### config.mk
export PLATFORM = sky130hd
export DESIGN_NAME = lvl_intc
export DESIGN_NICKNAME = d
export VERILOG_FILES = /design/src/rtl/lvl_intc_pkg.sv /design/src/rtl/lvl_intc_sync.sv /design/src/rtl/lvl_intc_maskreg.sv /design/src/rtl/lvl_intc_decode.sv /design/src/rtl/lvl_intc.sv
export SDC_FILE = /design/constraint.sdc
export NUM_CORES = 1
export LEC_CHECK = 0
export BUFFER_PORTS_ARGS = -buffer_cell sky130_fd_sc_hd__buf_4
export CORE_ASPECT_RATIO = 0.75
export CORE_MARGIN = 5
export CORE_UTILIZATION = 40
export DETAILED_ROUTE_END_ITERATION = 16
export GPL_ROUTABILITY_DRIVEN = 0
export PLACE_DENSITY_LB_ADDON = 0.15
export SYNTH_ARGS = -nofsm -noshare
export SYNTH_HDL_FRONTEND = slang
export SYNTH_SLANG_ARGS = --single-unit
### constraint.sdc
create_clock -name clk -period 4.05 [get_ports clk]
set_input_delay 0.81 -clock clk [delete_from_list [all_inputs] [get_ports clk]]
set_output_delay 0.81 -clock clk [all_outputs]
set_load 0.01 [all_outputs]
### src/rtl/lvl_intc_pkg.sv
`timescale 1ns/1ps
// Shared register offsets and write-strobe type for the interrupt controller.
package lvl_intc_pkg;

    localparam logic [7:0] OFS_IRQ_STAT  = 8'h00;
    localparam logic [7:0] OFS_RAW_STAT  = 8'h04;
    localparam logic [7:0] OFS_IRQ_SET   = 8'h08;
    localparam logic [7:0] OFS_IRQ_CLR   = 8'h0C;
    localparam logic [7:0] OFS_SOFT_SET  = 8'h10;
    localparam logic [7:0] OFS_SOFT_CLR  = 8'h14;
    localparam logic [7:0] OFS_FIQ_STAT  = 8'h20;  // also pass-through load (secondary)
    localparam logic [7:0] OFS_FIQ_RAW   = 8'h24;
    localparam logic [7:0] OFS_FIQ_SET   = 8'h28;
    localparam logic [7:0] OFS_FIQ_CLR   = 8'h2C;

    // One strobe per writable register action, decoded from the port.
    typedef struct packed {
        logic irq_set;
        logic irq_clr;
        logic soft_set;
        logic soft_clr;
        logic fiq_set;
        logic fiq_clr;
        logic byp_load;
    } wr_strobe_t;

endpackage

### src/rtl/lvl_intc_sync.sv
`timescale 1ns/1ps
// Multi-stage synchronizer for a vector of asynchronous level lines.
// Assumes each line is a level held for several clocks; no pulse capture.
module lvl_intc_sync #(
    parameter int W      = 32,
    parameter int STAGES = 2
) (
    input  logic         clk,
    input  logic         rst_n,
    input  logic [W-1:0] d_i,
    output logic [W-1:0] q_o
);
    localparam int LAST = STAGES - 1;

    logic [W-1:0] stage_q [STAGES];

    genvar s;
    generate
        for (s = 0; s < STAGES; s++) begin : g_stage
            // Shift the line vector one stage further each clock.
            always_ff @(posedge clk) begin
                if (!rst_n)      stage_q[s] <= '0;
                else if (s == 0) stage_q[s] <= d_i;
                else             stage_q[s] <= stage_q[(s == 0) ? 0 : s-1];
            end
        end
    endgenerate

    assign q_o = stage_q[LAST];

    // The last stage always holds what the stage before it held one edge earlier.
    AST_SYNC_SHIFT: assert property (@(posedge clk) disable iff (!rst_n)
        $past(rst_n) |-> (q_o == $past(stage_q[(LAST == 0) ? 0 : LAST-1]))) else $error("sync shift");
endmodule

### src/rtl/lvl_intc_maskreg.sv
`timescale 1ns/1ps
// Bit-mask register with write-one-to-set, write-one-to-clear and full load.
// Assumes at most one of set/clr/load is active in a cycle (one port address);
// clear wins over set, load wins over both. Bits outside KEEP stay zero.
module lvl_intc_maskreg #(
    parameter int           W    = 32,
    parameter logic [W-1:0] KEEP = '1
) (
    input  logic         clk,
    input  logic         rst_n,
    input  logic         set_i,
    input  logic         clr_i,
    input  logic         load_i,
    input  logic [W-1:0] wdata_i,
    output logic [W-1:0] q_o
);
    logic [W-1:0] mask_q;
    logic [W-1:0] wkeep;

    assign wkeep = wdata_i & KEEP;

    // Apply the requested update to the held mask.
    always_ff @(posedge clk) begin
        if (!rst_n)      mask_q <= '0;
        else if (load_i) mask_q <= wkeep;
        else if (clr_i)  mask_q <= mask_q & ~wkeep;
        else if (set_i)  mask_q <= mask_q | wkeep;
    end

    assign q_o = mask_q;

    AST_SET_STICKS: assert property (@(posedge clk) disable iff (!rst_n)
        (set_i && !clr_i && !load_i) |=> ((q_o & $past(wkeep)) == $past(wkeep))) else $error("set");
    AST_CLR_DROPS: assert property (@(posedge clk) disable iff (!rst_n)
        (clr_i && !load_i) |=> ((q_o & $past(wkeep)) == '0)) else $error("clr");
    AST_OTHERS_KEEP: assert property (@(posedge clk) disable iff (!rst_n)
        ((set_i || clr_i) && !load_i) |=> ((q_o & ~$past(wkeep)) == ($past(q_o) & ~$past(wkeep)))) else $error("keep");
    AST_LOAD_REPLACES: assert property (@(posedge clk) disable iff (!rst_n)
        load_i |=> (q_o == $past(wkeep))) else $error("load");
endmodule

### src/rtl/lvl_intc_decode.sv
`timescale 1ns/1ps
// Write decoder: turns the port write strobe and address into one-hot
// register actions. Assumes byte addresses with word-aligned offsets.
module lvl_intc_decode
    import lvl_intc_pkg::*;
#(
    parameter int ADDR_W    = 8,
    parameter bit SECONDARY = 1'b0
) (
    input  logic              wr_i,
    input  logic [ADDR_W-1:0] addr_i,
    output wr_strobe_t        stb_o
);
    // Match the address against each writable offset.
    always_comb begin
        stb_o          = '0;
        if (wr_i) begin
            stb_o.irq_set  = (addr_i == ADDR_W'(OFS_IRQ_SET));
            stb_o.irq_clr  = (addr_i == ADDR_W'(OFS_IRQ_CLR));
            stb_o.soft_set = (addr_i == ADDR_W'(OFS_SOFT_SET));
            stb_o.soft_clr = (addr_i == ADDR_W'(OFS_SOFT_CLR));
            stb_o.fiq_set  = (addr_i == ADDR_W'(OFS_FIQ_SET));
            stb_o.fiq_clr  = (addr_i == ADDR_W'(OFS_FIQ_CLR));
            stb_o.byp_load = SECONDARY && (addr_i == ADDR_W'(OFS_FIQ_STAT));
        end
    end

    AST_ONE_ACTION: assert final ($onehot0(stb_o)) else $error("multiple strobes");
endmodule

### src/rtl/lvl_intc.sv
`timescale 1ns/1ps
// Level-sensitive interrupt controller top. Combines synchronized source
// lines with soft bits, masks them into a normal and a fast request and,
// in the secondary build, passes selected sources to an upstream controller.
// Assumes a single-cycle register port with combinational read data.
module lvl_intc
    import lvl_intc_pkg::*;
#(
    parameter int                NSRC       = 32,
    parameter int                ADDR_W     = 8,
    parameter int                SYNC_DEPTH = 2,
    parameter logic [NSRC-1:0]   VALID_MASK = '1,
    parameter bit                SECONDARY  = 1'b0
) (
    input  logic              clk,
    input  logic              rst_n,
    input  logic [NSRC-1:0]   src_i,
    input  logic              reg_wr,
    input  logic [ADDR_W-1:0] reg_addr,
    input  logic [NSRC-1:0]   reg_wdata,
    output logic [NSRC-1:0]   reg_rdata,
    output logic              irq_o,
    output logic              fiq_o,
    output logic [NSRC-1:0]   bypass_o
);
    wr_strobe_t      stb;
    logic [NSRC-1:0] sync_q;
    logic [NSRC-1:0] irq_en_q, fiq_en_q, soft_q, byp_q;
    logic [NSRC-1:0] raw_stat, irq_stat, fiq_stat;
    logic            irq_q, fiq_q;

    lvl_intc_sync #(.W(NSRC), .STAGES(SYNC_DEPTH)) u_sync (
        .clk(clk), .rst_n(rst_n), .d_i(src_i), .q_o(sync_q));

    lvl_intc_decode #(.ADDR_W(ADDR_W), .SECONDARY(SECONDARY)) u_dec (
        .wr_i(reg_wr), .addr_i(reg_addr), .stb_o(stb));

    lvl_intc_maskreg #(.W(NSRC), .KEEP(VALID_MASK)) u_irq_en (
        .clk(clk), .rst_n(rst_n), .set_i(stb.irq_set), .clr_i(stb.irq_clr),
        .load_i(1'b0), .wdata_i(reg_wdata), .q_o(irq_en_q));

    lvl_intc_maskreg #(.W(NSRC), .KEEP(VALID_MASK)) u_fiq_en (
        .clk(clk), .rst_n(rst_n), .set_i(stb.fiq_set), .clr_i(stb.fiq_clr),
        .load_i(1'b0), .wdata_i(reg_wdata), .q_o(fiq_en_q));

    lvl_intc_maskreg #(.W(NSRC), .KEEP(VALID_MASK)) u_soft (
        .clk(clk), .rst_n(rst_n), .set_i(stb.soft_set), .clr_i(stb.soft_clr),
        .load_i(1'b0), .wdata_i(reg_wdata), .q_o(soft_q));

    generate
        if (SECONDARY) begin : g_byp
            lvl_intc_maskreg #(.W(NSRC), .KEEP(VALID_MASK)) u_byp (
                .clk(clk), .rst_n(rst_n), .set_i(1'b0), .clr_i(1'b0),
                .load_i(stb.byp_load), .wdata_i(reg_wdata), .q_o(byp_q));
        end else begin : g_nobyp
            assign byp_q = '0;
        end
    endgenerate

    // Status vectors: raw is lines OR soft, restricted to existing sources.
    assign raw_stat = (sync_q | soft_q) & VALID_MASK;
    assign irq_stat = raw_stat & irq_en_q;
    assign fiq_stat = raw_stat & fiq_en_q;
    assign bypass_o = sync_q & byp_q & VALID_MASK;

    // Register the two request outputs from their masked status.
    always_ff @(posedge clk) begin
        if (!rst_n) begin
            irq_q <= 1'b0;
            fiq_q <= 1'b0;
        end else begin
            irq_q <= |irq_stat;
            fiq_q <= |fiq_stat;
        end
    end

    assign irq_o = irq_q;
    assign fiq_o = fiq_q;

    // Select the read data for the addressed offset.
    always_comb begin
        unique case (reg_addr)
            ADDR_W'(OFS_IRQ_STAT): reg_rdata = irq_stat;
            ADDR_W'(OFS_RAW_STAT): reg_rdata = raw_stat;
            ADDR_W'(OFS_IRQ_SET):  reg_rdata = irq_en_q;
            ADDR_W'(OFS_SOFT_SET): reg_rdata = soft_q;
            ADDR_W'(OFS_FIQ_STAT): reg_rdata = fiq_stat;
            ADDR_W'(OFS_FIQ_RAW):  reg_rdata = raw_stat;
            ADDR_W'(OFS_FIQ_SET):  reg_rdata = fiq_en_q;
            default:               reg_rdata = '0;
        endcase
    end

    AST_IRQ_RAISES: assert property (@(posedge clk) disable iff (!rst_n)
        $past(rst_n) && ($past(sync_q & irq_en_q & VALID_MASK) != '0) |-> irq_o) else $error("irq");
    AST_IRQ_QUIET: assert property (@(posedge clk) disable iff (!rst_n)
        $past(rst_n) && ($past(irq_en_q) == '0) |-> !irq_o) else $error("irq quiet");
    AST_FIQ_RAISES: assert property (@(posedge clk) disable iff (!rst_n)
        $past(rst_n) && ($past(sync_q & fiq_en_q & VALID_MASK) != '0) |-> fiq_o) else $error("fiq");
    AST_NO_GHOST_SRC: assert property (@(posedge clk) disable iff (!rst_n)
        (reg_rdata & ~VALID_MASK) == '0) else $error("invalid bit");
    AST_BYPASS_SUBSET: assert property (@(posedge clk) disable iff (!rst_n)
        (bypass_o & ~sync_q) == '0) else $error("bypass");
endmodule

# Yosys cells after proc, flatten, opt, wreduce, memory -nomap -nowiden
# Memories as Yosys holds them, arrays and structs flattened.
# Cells that the tools add are included.
# word_totals
mem_bits_rw,64
word_cells,46
reg_bits,98
out_inout_bits,66
mem_count,1
input_bits,75
# op_classes
n_eq_ne,9
bitwise_logic,12
n_mux,12
reduce_logical,7
# mem_list
memory,depth,word_bits,rd,rd_clocked_by_memory_dff,write_ports,line_no,rtl
u_sync.stage_q,2,32,2,0,2,lvl_intc_sync.sv:15,logic [W-1:0] stage_q [STAGES];
# ops
cell,count
$mux 32,8
$pmux 32 s6,1
$and 32x32->32,5
$or 32x32->32,4
$reduce_or 32->1,2
$eq 8x6->1 const B,4
$not 32->32,1
$eq 8x4->1 const B,2
$eq 8x5->1 const B,2
$eq 8x3->1 const B,1
$logic_not 8->1,1
$mux 7,1
$reduce_bool 2->1,3
$mux 1,2
$or 1x1->1,2
$reduce_or 2->1,1

# Depth between registers and ports, before layout
# Gate-level depths: netlist (run 1).
# depth
ltp_word,4
ltp_mapped,7
depth_no_buf,4

# Cells and area by module
# A second synthesis (run 1) with hierarchy kept.
# hier_totals
cells_unflattened,1070
hier_area_um2,9725.6
# by_module_without_submodules
module,seq_area_each_um2,area_each_um2,n_inst,cells_each
lvl_intc_maskreg,640.6,1803.0,3,179
lvl_intc,40.0,2409.8,1,386
lvl_intc_sync,1281.2,1791.7,1,134
lvl_intc_decode,0.0,115.1,1,13

# Worst setup path after synthesis (run 1)
# Ideal clock, no wire load.
# synth_path
path_kind,input -> output
start,input reg_addr[5]
end,output reg_rdata[13]
path_buffers,1
required_ns,3.240
t_arrival_ns,2.284
path_slack_ns,0.956
stages,5
path_cell_list,buf_2 -> nor4b_1 -> a22o_1 -> a21oi_1 -> o21ai_0
# synth_between
elab_chain_cells,3
elab_cells_between_ends,9
classes_between,eq/ne (6); mux (1); reduce/logical (2)
# synth_lines
element,line_no,rtl
start: declaration,lvl_intc.sv:19,"input logic [ADDR_W-1:0] reg_addr,"
$eq 8x6->1 or $eq 8x3->1 (tied branches),lvl_intc.sv:82,unique case (reg_addr)
$reduce_or 2->1 (no source line),--,
$pmux 32 s6 *,lvl_intc.sv:82,
end: declaration,lvl_intc.sv:21,"output logic [NSRC-1:0] reg_rdata,"
# Every way passes the cells marked *; elsewhere a longest branch is shown, timed or not.

# Final worst setup path (run 1)
# layout_path
start,input reg_addr[5]
end,output reg_rdata[6]
# Same word-level chain as after synthesis.

==> metrics, run 1 <==
Synth Warn #=0; Post-Place Cells=1144; CTS tree=built; Crit Path Max Fanout=27; Least-Margin Pin Slew=1.06 ns; postcts setup bufs=0; critical path's most frequent cell=buf_4; vias in the first global route=6177; Final Critical Period=3.45 ns; Seq cells post-synth=162; final global-route overflow total=0; CP startpoint=reg_addr[5]; reg2reg setup slack=2.41 ns; WP data required=around 3.2 ns; Fillers=1727; Post-synth EDFFs=0; post-DR vias/cell=6.00; Final Hold Vio Count=0; max-slew violation count=0; wire length of the first global-routing pass=36900 um; status=finished clean; initial antenna violation count=0; io pins=141; WL/cell=20.7 um; Worst Skew=0.0114 ns; Die W=168 um; Power Dens Cells=between 300 and 400 nW/um^2; FF-to-FF End=irq_o$_SDFF_PN0_; last element of the critical path=reg_rdata[6]; critical path's slowest cell=or4b_4; Worst setup EP type=primary output; largest net degree at the start of global routing=65; PortBufs=108; 1st-pass router iterations=6; global-route usage over all layers=0.216; syn avg cell area=8.94 um^2; Synth Cell Area=around 7500 um^2; Core ar.=18500 um^2; clk sink count=162; initial drt markers=834; CP Data Arrival Time=2.64 ns; initial core utilization=0.406; Slew headroom=0.294; synth unique cells=39; Peak Freq=around 0.29 GHz; CTS resizes=0; Syn Inst Count=~840; Residual DRC=0; Clock Latency Late Sink=0.43 ns; most frequent cells in the layout=162 x dfxtp_1, 129 x buf_4, 110 x a21oi_1; CTS max path bufs=2; Buffers & Inverters on Critical Path=2; top post-synthesis cells by area=dfxtp_1 43%, a311oi_1 11%, a21oi_1 7.4%; crit-path cells=buf_4 > or4b_4 > nor2_1 > a21oi_1 > o21ai_0 > buf_4; WL final=24300 um; Leakage=0.00305 uW; most common cell after layout, fill and taps aside=dfxtp_1; cts bufs inserted=17; Top delay family on crit path=simple AND/OR/NAND/NOR gates; post-route design area=between 9000 and 10000 um^2; R2R cell count=4; final setup violation count=0; Peak VDD IR=between 0.0002 and 0.0003 V; Die Span Y=129 um; hold_buf cts=0; post-detail-place hpwl=16300 um; Setup TNS Final=0 ns; area delta synth->final=20.2%; Antenna Diode Count=0; max cap viols=0; period utilization=0.851; Critical Path Start Type=primary input; clk slew on worst S/H paths=0.07 ns; post-synth top area share=0.433; dominant cell type by area after synthesis=dfxtp_1; reg2reg start=u_sync.stage_q[1][30]$_SDFF_PN0_; RSZ-0062 raised after global routing=false; Post-synth top flop=dfxtp_1; Hold WC Path Type=reg -> reg; share of async-settable or async-resettable flops after synthesis=0; Nets=991; placed inst area=around 8400 um^2; CTS root buf=clkbuf_16; FP Rows=43; Crit path depth=6; DRT antenna net count=0; Via Count=7060; fin util=0.488; htree depth=4; layout cells sized above 1=0.185; CP max stage delay=roughly 0.56 ns; Setup CP Type=in -> out; fin cells=around 1200; post-synthesis sequential area ratio=0.433; die area=21600 um^2
[metrics by stage]
stage               worst slack [ns]  total power, uW  hold WS, ns
detailed placement             0.608             1910        0.418
floorplan                      0.956             1800        0.412
global route                   0.481             3550        0.449
CTS                            0.600             3460        0.435
finish                         0.602             3440        0.435
global placement               0.633             1910        0.413
[report_power, final]
| group | switching, uW | total [uW] | internal, uW |
|---|---|---|---|
| logic | 144 | 230 | 85.5 |
| clock network | 731 | 1560 | 834 |
| registers | 21.2 | 1650 | 1620 |
| total | 896 | 3440 | 2540 |
[cells in the mapped netlist (21+ instances only)]
cell type,number
a21oi_1,110
a22oi_1,21
a311oi_1,96
and2_1,65
buf_4,35
clkbuf_1,56
dfxtp_1,162
mux2i_1,21
nand2_1,31
nor2_1,24
o211ai_1,32
o21ai_0,80
o221ai_1,21
[worst register-to-register path, delay by kind of cell (launching register included)]
| family | cells | cell delay [ns] |
|---|---|---|
| compound gates | 2 | 0.55 |
| flops | 1 | 0.40 |
| simple gates | 2 | 0.51 |
[routing by layer]
layer  vias up  part of all wire  global-route usage
li1       3372                 -                   -
met1      3336              0.48               0.335
met2       332              0.42               0.297
met3        20             0.088              0.0577
met4         0             0.013              0.0515
met5         -                 0                   0
[layout make-up]
cell class / count / area, um^2 / area share
multi-input cells: 602 / 3860 / 0.428
flip-flops and latches: 162 / 3240 / 0.360
repair buffers: 131 / 1010 / 0.112
clock buffers: 18 / 439 / 0.0488
well taps: 247 / 309 / 0.0343
clock inverters: 14 / 138 / 0.0153
inverters: 2 / 7.51 / 0.000834
[cell families (layout without fill, tap and decap cells)]
group,count (synthesis),after routing,synth area share
flip-flops,162,162,0.433
AND/OR/NAND/NOR,161,161,0.122
multiplexers,21,21,0.0281
buffers and inverters,105,165,0.0715
AO/OA/AOI/OAI,388,388,0.344
other,1,32,0.000501
[worst min-delay path by stage]
stage / endpoint / startpoint / cells past startpoint
2_1_floorplan: u_sync.stage_q[1][0]$_SDFF_PN0_ / u_sync.stage_q[0][0]$_SDFF_PN0_ / 1
3_3_place_gp: u_sync.stage_q[1][15]$_SDFF_PN0_ / u_sync.stage_q[0][15]$_SDFF_PN0_ / 1
3_5_place_dp: u_sync.stage_q[1][14]$_SDFF_PN0_ / u_sync.stage_q[0][14]$_SDFF_PN0_ / 1
4_1_cts: u_sync.stage_q[1][14]$_SDFF_PN0_ / u_sync.stage_q[0][14]$_SDFF_PN0_ / 1
5_1_grt: u_sync.stage_q[1][22]$_SDFF_PN0_ / u_sync.stage_q[0][22]$_SDFF_PN0_ / 1
6_report: u_sync.stage_q[1][14]$_SDFF_PN0_ / u_sync.stage_q[0][14]$_SDFF_PN0_ / 1
Note: power is estimated with default switching activity, not from simulation.
==> run 2, diff against run 1 <==
- clock period: 4.05 -> 3.9 ns (I/O delays scaled with it)
==> metrics, run 2 (synthesized netlist as in run 1, its figures left out) <==
status=finished clean; 1st-pass router iterations=5 (-1); DRT antenna net count=0 (unchanged); Peak Freq=roughly 0.3 GHz; Clock Latency Late Sink=0.43 ns (about the same); post-DR vias/cell=5.98 (-0.35%); FP Rows=43 (unchanged); WL/cell=20.9 um (+1.1%); max-slew violation count=0 (unchanged); CTS root buf=clkbuf_16; final setup violation count=0 (unchanged); clk slew on worst S/H paths=0.06 ns (about the same); power share of the sequential group=0.471 (-0.007); Setup TNS Final=0 ns (unchanged); CP Data Arrival Time=2.65 ns (about the same); io pins=141 (unchanged); PortBufs=108 (unchanged); Setup CP Type=in -> out; Worst setup EP type=primary output; initial drt markers=836 (+0.24%); final global-route overflow total=0 (unchanged); worst hold slack=0.432 ns (-0.00264 ns); Clk network pwr share=0.462 (+0.007); Nets=988 (-0.30%); Final Hold Vio Count=0 (unchanged); CTS resizes=0 (unchanged); Slew headroom=0.488 (+0.194); initial core utilization=0.406 (unchanged); Leakage=0.00304 uW (-0.46%); largest net degree at the start of global routing=81 (+25%); period utilization=0.879; Internal=2690 uW (+5.6%); WP data required=3.12 ns (-0.12 ns); postcts setup bufs=0 (unchanged); CTS max path bufs=2 (unchanged); vias in the first global route=6302 (+2.0%); htree depth=4 (unchanged); Gate power share=0.067 (about the same); most common cell after layout, fill and taps aside=dfxtp_1; Worst Skew=0.00679 ns (-0.00464 ns); die area=21600 um^2 (unchanged); Least-Margin Pin Slew=0.768 ns (-0.290 ns); WL final=24500 um (+0.79%); wire length of the first global-routing pass=37300 um (+1.1%); Peak VDD IR=0.000236 V (-7.0%); Core ar.=18500 um^2 (unchanged); global-route usage over all layers=0.220 (+0.00314); Antenna Diode Count=0 (unchanged); Die W=168 um (unchanged); initial antenna violation count=0 (unchanged); hold_buf cts=0 (unchanged); Die Span Y=129 um (unchanged); Hold WC Path Type=reg -> reg; Crit Path Max Fanout=24 (-11%); Via Count=7017 (-0.61%); RSZ-0062 raised after global routing=false; Critical Path Start Type=primary input; cts bufs inserted=17 (unchanged); Residual DRC=0 (unchanged); CTS tree=built; layout cells sized above 1=0.183 (-0.00264); switching part of the total power=0.258 (-0.00244); post-detail-place hpwl=16000 um (-1.8%); max cap viols=0 (unchanged); most frequent cells in the layout=162 x dfxtp_1, 126 x buf_4, 110 x a21oi_1; Final Critical Period=~3.4 ns; clk sink count=162 (unchanged); switching power=935 uW (+4.3%); Power Dens Cells=403 nW/um^2 (+5.3%); area delta synth->final=20.1% (about the same)
==> run 2: stage by stage <==
| step | total power [uW] | area, um^2 | util | setup slack (ns) | cells |
|---|---|---|---|---|---|
| final | 3620 | 9000 | 0.488 | 0.474 | 1173 |
| after detailed placement | 1980 | 8400 | 0.455 | 0.508 | 1141 |
| after global routing | 3750 | 9000 | 0.488 | 0.419 | 1173 |
| after global placement | 1980 | 8400 | 0.455 | 0.509 | 1141 |
| after CTS | 3650 | 9000 | 0.488 | 0.494 | 1173 |
| after floorplan | 1870 | 7610 | - | 0.866 | 869 |
==> run 2: worst paths after layout <==
check	from	end	slack (ns)	depth (start not counted)
max	reg_addr[5]	reg_rdata[20]	0.47	6
min	u_sync.stage_q[0][5]$_SDFF_PN0_	u_sync.stage_q[1][5]$_SDFF_PN0_	0.43	1
max reg2reg	u_sync.stage_q[1][30]$_SDFF_PN0_	irq_o$_SDFF_PN0_	2.30	4
min reg2reg	u_sync.stage_q[0][5]$_SDFF_PN0_	u_sync.stage_q[1][5]$_SDFF_PN0_	0.43	1
==> run 2: cell type report <==
cell class                      count  area (um^2)
Multi-Input combinational cell    602         3860
Tap cell                          247          309
Fill cell                        1775         9460
Clock inverter                     15          170
Clock buffer                       17          425
Timing Repair Buffer              128          986
Sequential cell                   162         3240
Inverter                            2         7.51
==> run 2: layer usage <==
metal,global-route usage,vias up,wire length (um)
met4,0.0649,0,329
met3,0.0528,27,2100
met2,0.305,338,10400
li1,-,3361,-
met5,0,-,0
met1,0.334,3291,11700
==> run 2: worst max-delay path: stages <==
cell and delay (ns):
buf_4 0.32, or4b_4 0.55, nor2_1 0.43, a21oi_1 0.13, o21ai_0 0.26, buf_4 0.17
==> run 2: power groups by stage <==
| stage | combinational, uW | sequential, uW | clock [uW] |
|---|---|---|---|
| 6_report | 242 | 1710 | 1670 |
| 5_1_grt | 260 | 1710 | 1780 |
| 4_1_cts | 238 | 1710 | 1710 |
| 3_5_place_dp | 237 | 1740 | 0 |
| 3_3_place_gp | 236 | 1740 | 0 |
| 2_1_floorplan | 136 | 1740 | 0 |
